`config.mk`:
```
export PLATFORM = sky130hd
export DESIGN_NAME = pa_qual
export DESIGN_NICKNAME = d
export VERILOG_FILES = /design/src/rtl/pa_qual_pkg.sv /design/src/rtl/pa_qual_map.sv /design/src/rtl/pa_qual_check.sv /design/src/rtl/pa_qual.sv
export SDC_FILE = /design/constraint.sdc
export NUM_CORES = 1
export LEC_CHECK = 0
export ABC_AREA = 1
export BUFFER_PORTS_ARGS = -buffer_cell sky130_fd_sc_hd__buf_2
export CAP_MARGIN = 0
export CORE_MARGIN = 2
export CORE_UTILIZATION = 50
export CTS_CLUSTER_SIZE = 14
export DETAILED_ROUTE_END_ITERATION = 12
export GPL_TIMING_DRIVEN = 1
export PLACE_DENSITY = 0.91
export SKIP_CTS_REPAIR_TIMING = 1
export SYNTH_ARGS = -nofsm -noshare
export SYNTH_HDL_FRONTEND = slang
export SYNTH_HIERARCHICAL = 1
export SYNTH_SLANG_ARGS = --single-unit
```
`constraint.sdc`:
```
create_clock -name clk_i -period 1.93 [get_ports clk_i]
set_clock_uncertainty 0.15 [all_clocks]
set_input_delay 0.386 -clock clk_i [delete_from_list [all_inputs] [get_ports clk_i]]
set_output_delay 0.386 -clock clk_i [all_outputs]
set_load 0.05 [all_outputs]
```
`src/rtl/pa_qual_pkg.sv`:
```
package pa_qual_pkg;
  typedef enum logic [1:0] {
    FLT_NONE  = 2'd0,
    FLT_ACV   = 2'd1,
    FLT_MCHK  = 2'd2,
    FLT_UNIMP = 2'd3
  } fault_e;
endpackage

```
`src/rtl/pa_qual_map.sv`:
```
module pa_qual_map #(
  parameter int VA_W     = 64,
  parameter int PPN_W    = 32,
  parameter int PG_SHIFT = 13,
  parameter int PA_W     = 44,
  parameter int RAW_W    = 45,
  parameter int SP_HI    = 47,
  parameter int SP_LO    = 41,
  parameter logic [SP_HI-SP_LO:0] SP_TAG = 7'h7E,
  parameter int SX_BIT   = 40
) (
  input  logic [VA_W-1:0]  vaddr_i,
  input  logic [PPN_W-1:0] ppn_i,
  input  logic             fetch_i,
  output logic             super_o,
  output logic [RAW_W-1:0] raw_o
);
  localparam int TLB_W = PPN_W + PG_SHIFT;

  logic [PA_W-1:0]  sp_pa;
  logic [TLB_W-1:0] tlb_pa;

  assign super_o = (vaddr_i[SP_HI:SP_LO] == SP_TAG);

  // identity window, upper bits follow the extension bit
  assign sp_pa = {{(PA_W-SX_BIT){vaddr_i[SX_BIT]}}, vaddr_i[SX_BIT-1:0]};

  always_comb begin
    tlb_pa = {ppn_i, vaddr_i[PG_SHIFT-1:0]};
    if (fetch_i) tlb_pa[1:0] = 2'b00;
  end

  assign raw_o = super_o ? RAW_W'(sp_pa) : RAW_W'(tlb_pa);
endmodule

```
`src/rtl/pa_qual_check.sv`:
```
module pa_qual_check
  import pa_qual_pkg::*;
#(
  parameter int PA_W   = 44,
  parameter int RAW_W  = 45,
  parameter int UC_BIT = 43,
  parameter int CLR_HI = 42,
  parameter int CLR_LO = 35
) (
  input  logic [RAW_W-1:0] raw_i,
  input  logic             super_i,
  input  logic             fetch_i,
  input  logic             kernel_i,
  output logic [PA_W-1:0]  paddr_o,
  output logic             uncached_o,
  output logic             strict_o,
  output fault_e           fault_o
);
  localparam int CLR_N = CLR_HI - CLR_LO + 1;
  localparam logic [PA_W-1:0] CLR_MASK =
    PA_W'(((64'd1 << CLR_N) - 64'd1) << CLR_LO);

  logic            over;
  logic [PA_W-1:0] pa0;
  logic            reg_space;
  logic            uc;

  generate
    if (RAW_W > PA_W) begin : g_over
      assign over = |raw_i[RAW_W-1:PA_W];
    end else begin : g_no_over
      assign over = 1'b0;
    end
  endgenerate

  assign pa0       = raw_i[PA_W-1:0];
  assign reg_space = pa0[UC_BIT] & (&pa0[CLR_HI:CLR_LO]);
  assign uc        = pa0[UC_BIT] & ~reg_space;

  always_comb begin
    if (super_i && !kernel_i)  fault_o = FLT_ACV;
    else if (over)             fault_o = FLT_MCHK;
    else if (reg_space)        fault_o = FLT_UNIMP;
    else if (uc && fetch_i)    fault_o = FLT_UNIMP;
    else                       fault_o = FLT_NONE;
  end

  always_comb begin
    paddr_o    = '0;
    uncached_o = 1'b0;
    strict_o   = 1'b0;
    if (fault_o == FLT_NONE) begin
      paddr_o    = uc ? (pa0 & ~CLR_MASK) : pa0;
      uncached_o = uc;
      strict_o   = uc;
    end
  end
endmodule

```
`src/rtl/pa_qual.sv`:
```
module pa_qual
  import pa_qual_pkg::*;
#(
  parameter int VA_W     = 64,
  parameter int PPN_W    = 32,
  parameter int PG_SHIFT = 13,
  parameter int PA_W     = 44
) (
  input  logic             clk_i,
  input  logic             rst_ni,
  input  logic             valid_i,
  input  logic [VA_W-1:0]  vaddr_i,
  input  logic [PPN_W-1:0] ppn_i,
  input  logic             fetch_i,
  input  logic             kernel_i,
  output logic             valid_o,
  output logic [PA_W-1:0]  paddr_o,
  output logic             uncached_o,
  output logic             strict_o,
  output logic [1:0]       fault_o
);
  localparam int TLB_W = PPN_W + PG_SHIFT;
  localparam int RAW_W = (TLB_W > PA_W) ? TLB_W : PA_W;

  logic             super_w;
  logic [RAW_W-1:0] raw_w;
  logic [PA_W-1:0]  pa_w;
  logic             uc_w, so_w;
  fault_e           flt_w;

  pa_qual_map #(
    .VA_W(VA_W), .PPN_W(PPN_W), .PG_SHIFT(PG_SHIFT),
    .PA_W(PA_W), .RAW_W(RAW_W)
  ) u_map (
    .vaddr_i (vaddr_i),
    .ppn_i   (ppn_i),
    .fetch_i (fetch_i),
    .super_o (super_w),
    .raw_o   (raw_w)
  );

  pa_qual_check #(
    .PA_W(PA_W), .RAW_W(RAW_W)
  ) u_chk (
    .raw_i      (raw_w),
    .super_i    (super_w),
    .fetch_i    (fetch_i),
    .kernel_i   (kernel_i),
    .paddr_o    (pa_w),
    .uncached_o (uc_w),
    .strict_o   (so_w),
    .fault_o    (flt_w)
  );

  always_ff @(posedge clk_i or negedge rst_ni) begin
    if (!rst_ni) begin
      valid_o    <= 1'b0;
      paddr_o    <= '0;
      uncached_o <= 1'b0;
      strict_o   <= 1'b0;
      fault_o    <= FLT_NONE;
    end else begin
      valid_o <= valid_i;
      if (valid_i) begin
        paddr_o    <= pa_w;
        uncached_o <= uc_w;
        strict_o   <= so_w;
        fault_o    <= flt_w;
      end
    end
  end
endmodule

```
==> impl_metrics.yaml <==
timing:
  holdWs_ns: 0.0181
  max-slew-margin-rel_pct: 59.3
  report.final.slew_viol_count: 0
  setup_viol: 8
  layout_min_cycle_time_ns: 1.94
  finalHoldViolCount: 0
  tns_ns: -0.0503
  max_freq_ghz: 0.514
  tightest_slew_ns: 0.610
  fin_crit_sh_pct: 101
  setup_ws_ns: -0.0145
  grt_setup_unrepaired: "true"
die:
  die_area_um2: 6510
  initial_core_util_pct: 52.5
  core_um2: 5610
  die_h_um: 80.7
  core.rowCount: 27
  io_pins: 150
  die_w_um: 80.7
run:
  cap_violations: 0
synth:
  syn_nets: 549
  syn_avg_cell_area_um2: 6.57
  synth.area.top_cells: "dfrtp_1 42%, nand2_1 29%, inv_1 6.1%"
  synth.ff_latch_count: 49
  yosys_warnings: 6
  yosysTopAreaCell: "dfrtp_1"
  synth_top_area_share_pct: 41.7
  ys_types: 17
  syn_area_um2: 2940
  syn_inst: 448
  ys_seq_area_share_pct: 41.7
route:
  drtIter0Drc: 126
  drc: 0
  wirelength_mm: 7.83
  viasPerCell: 4.77
  ant_nets: 0
  vias: 3156
  wl_per_cell_um: 11.8
  firstDrtPassIters: 4
power:
  ir_drop_v: 0.000320
  total_power_mw: 2.48
  power.density_nw_per_um2: 623
  p_leak_nw: 2.57
worst_setup_path:
  max_stage_delay_ns: 0.19
  crit_type: "input port to register"
  cp.arrival_ns: 2.03
  crit_buf_inv: 4
  crit_required_ns: 2.02
  cp-end-kind: "register"
  cp_max_fo: 16
  crit_slowest_cell: "buf_12"
  path_cells: "buf_6 -> inv_2 -> nand2_2 -> nor2_4 -> nand2_4 -> buf_6 -> nand2_2 -> nand2_2 -> nand2_1 -> nor2_1 -> nand2_1 -> nand2_2 -> nand2_4 -> nand3_4 -> buf_12 -> nor2_1 -> nand2_1 -> nand2_1"
  worstSetupStartpointType: "input port"
  cp_top_family: "simple AND/OR/NAND/NOR gates"
clock_network:
  htreeDepth: 2
  cts_tree: "built"
  clock_path_buffers: 2
  numClockSinks: 49
  root_buffer: "clkbuf_8"
  clk_latency_ns: 0.30
  clk_pin_slew_ns: 0.09
  cts_inserted_buffers: 5
finish:
  num_antenna_cells: 0
  syn_to_final_growth_pct: 35.5
  final_cell_mix: "217 x nand2_1, 130 x buf_2, 49 x dfrtp_1, 46 x inv_1, 29 x buf_4"
  final_common_cell: "nand2_1"
  final_core_util_pct: 71.1
  drive_above_1_share_pct: 37.8
  final_nets: 690
grt:
  grt_pass1_wl_mm: 12.0
  grt_max_degree: 50
  antenna_found_initial: 0
  gr-total-overflow: 0
  grt_pass1_vias: 2868
  grt_util_all_layers_pct: 23.4
placement:
  gp_congestion: 0.783
  dp_hpwl_mm: 5.55
  io_buffers: 133
outcome:
  violations: "setup timing"
  outcome: "complete, but fails checks"
hold_path:
  hp-class: "input port to asynchronous set/reset pin"
[final cells by class]
class / instances / area (µm²)
clock inverters: 2 / 15.0
inverters: 49 / 184
well taps: 72 / 90.1
fillers: 483 / 1620
flip-flops and latches: 49 / 1230
multi-input cells: 315 / 1390
repair buffers: 169 / 1010
clock buffers: 6 / 72.6
[flip-flops by register name, summed over array words and instances, names as in the netlist]
| register | flops |
|---|---|
| fault_o | 2 |
| valid_o | 1 |
| uncached_o | 1 |
| strict_o | 1 |
| paddr_o | 44 |
[metrics by stage]
stage               cells  worst slack [ns]  cell area [µm²]
CTS                   649           -0.0683             3730
global route          662            -0.129             3990
detailed placement    641            -0.370             3640
floorplan             448           0.00601             2940
global placement      641            -0.292             3640
finish                662           -0.0145             3990
[synthesized netlist by cell type]
master and instances:
nand2_1 227, dfrtp_1 49, inv_1 48, nor2_1 46, nand3_1 29, buf_4 18
buf_2 10, buf_6 7, nor2_2 4, nand2_2 3, a21oi_1 1, inv_2 1
nand3_2 1, nand3_4 1, nand4_1 1, nor2_4 1, o21ai_0 1
[power by group]
| group | switching [mW] | internal, mW | total, mW |
|---|---|---|---|
| Combinational | 0.521 | 0.235 | 0.756 |
| Sequential | 0.0366 | 1.10 | 1.13 |
| Clock | 0.340 | 0.256 | 0.595 |
| Total | 0.897 | 1.59 | 2.48 |
[routing by layer]
metal | GRT usage, % | wire, µm | up-vias
met4 | 6.61 | 118 | 0
met2 | 45.0 | 4220 | 131
li1 | - | - | 1582
met1 | 26.1 | 2970 | 1431
met5 | 0 | 0 | -
met3 | 4.61 | 521 | 12
[cells by family after synthesis]
kind of cell    after synthesis  synth area share [%]
flops                        49                  41.7
simple gates                313                  42.8
buf+inv                      84                  15.2
compound gates                2                 0.340
[worst paths after layout]
kind / start / to / slack (ns) / cells past startpoint
max: vaddr_i[41] / paddr_o[28] / -0.01 / 18
min: rst_ni / paddr_o[3] / 0.02 / 2
max reg2reg: paddr_o[11] / paddr_o[11] / 1.15 / 2
min reg2reg: paddr_o[23] / paddr_o[23] / 0.32 / 2
max in group asynchronous: rst_ni / paddr_o[29] / 1.19 / 2
min in group clk_i: valid_i / valid_o / 0.11 / 1
No activity file was read; power rests on OpenSTA's default activity.
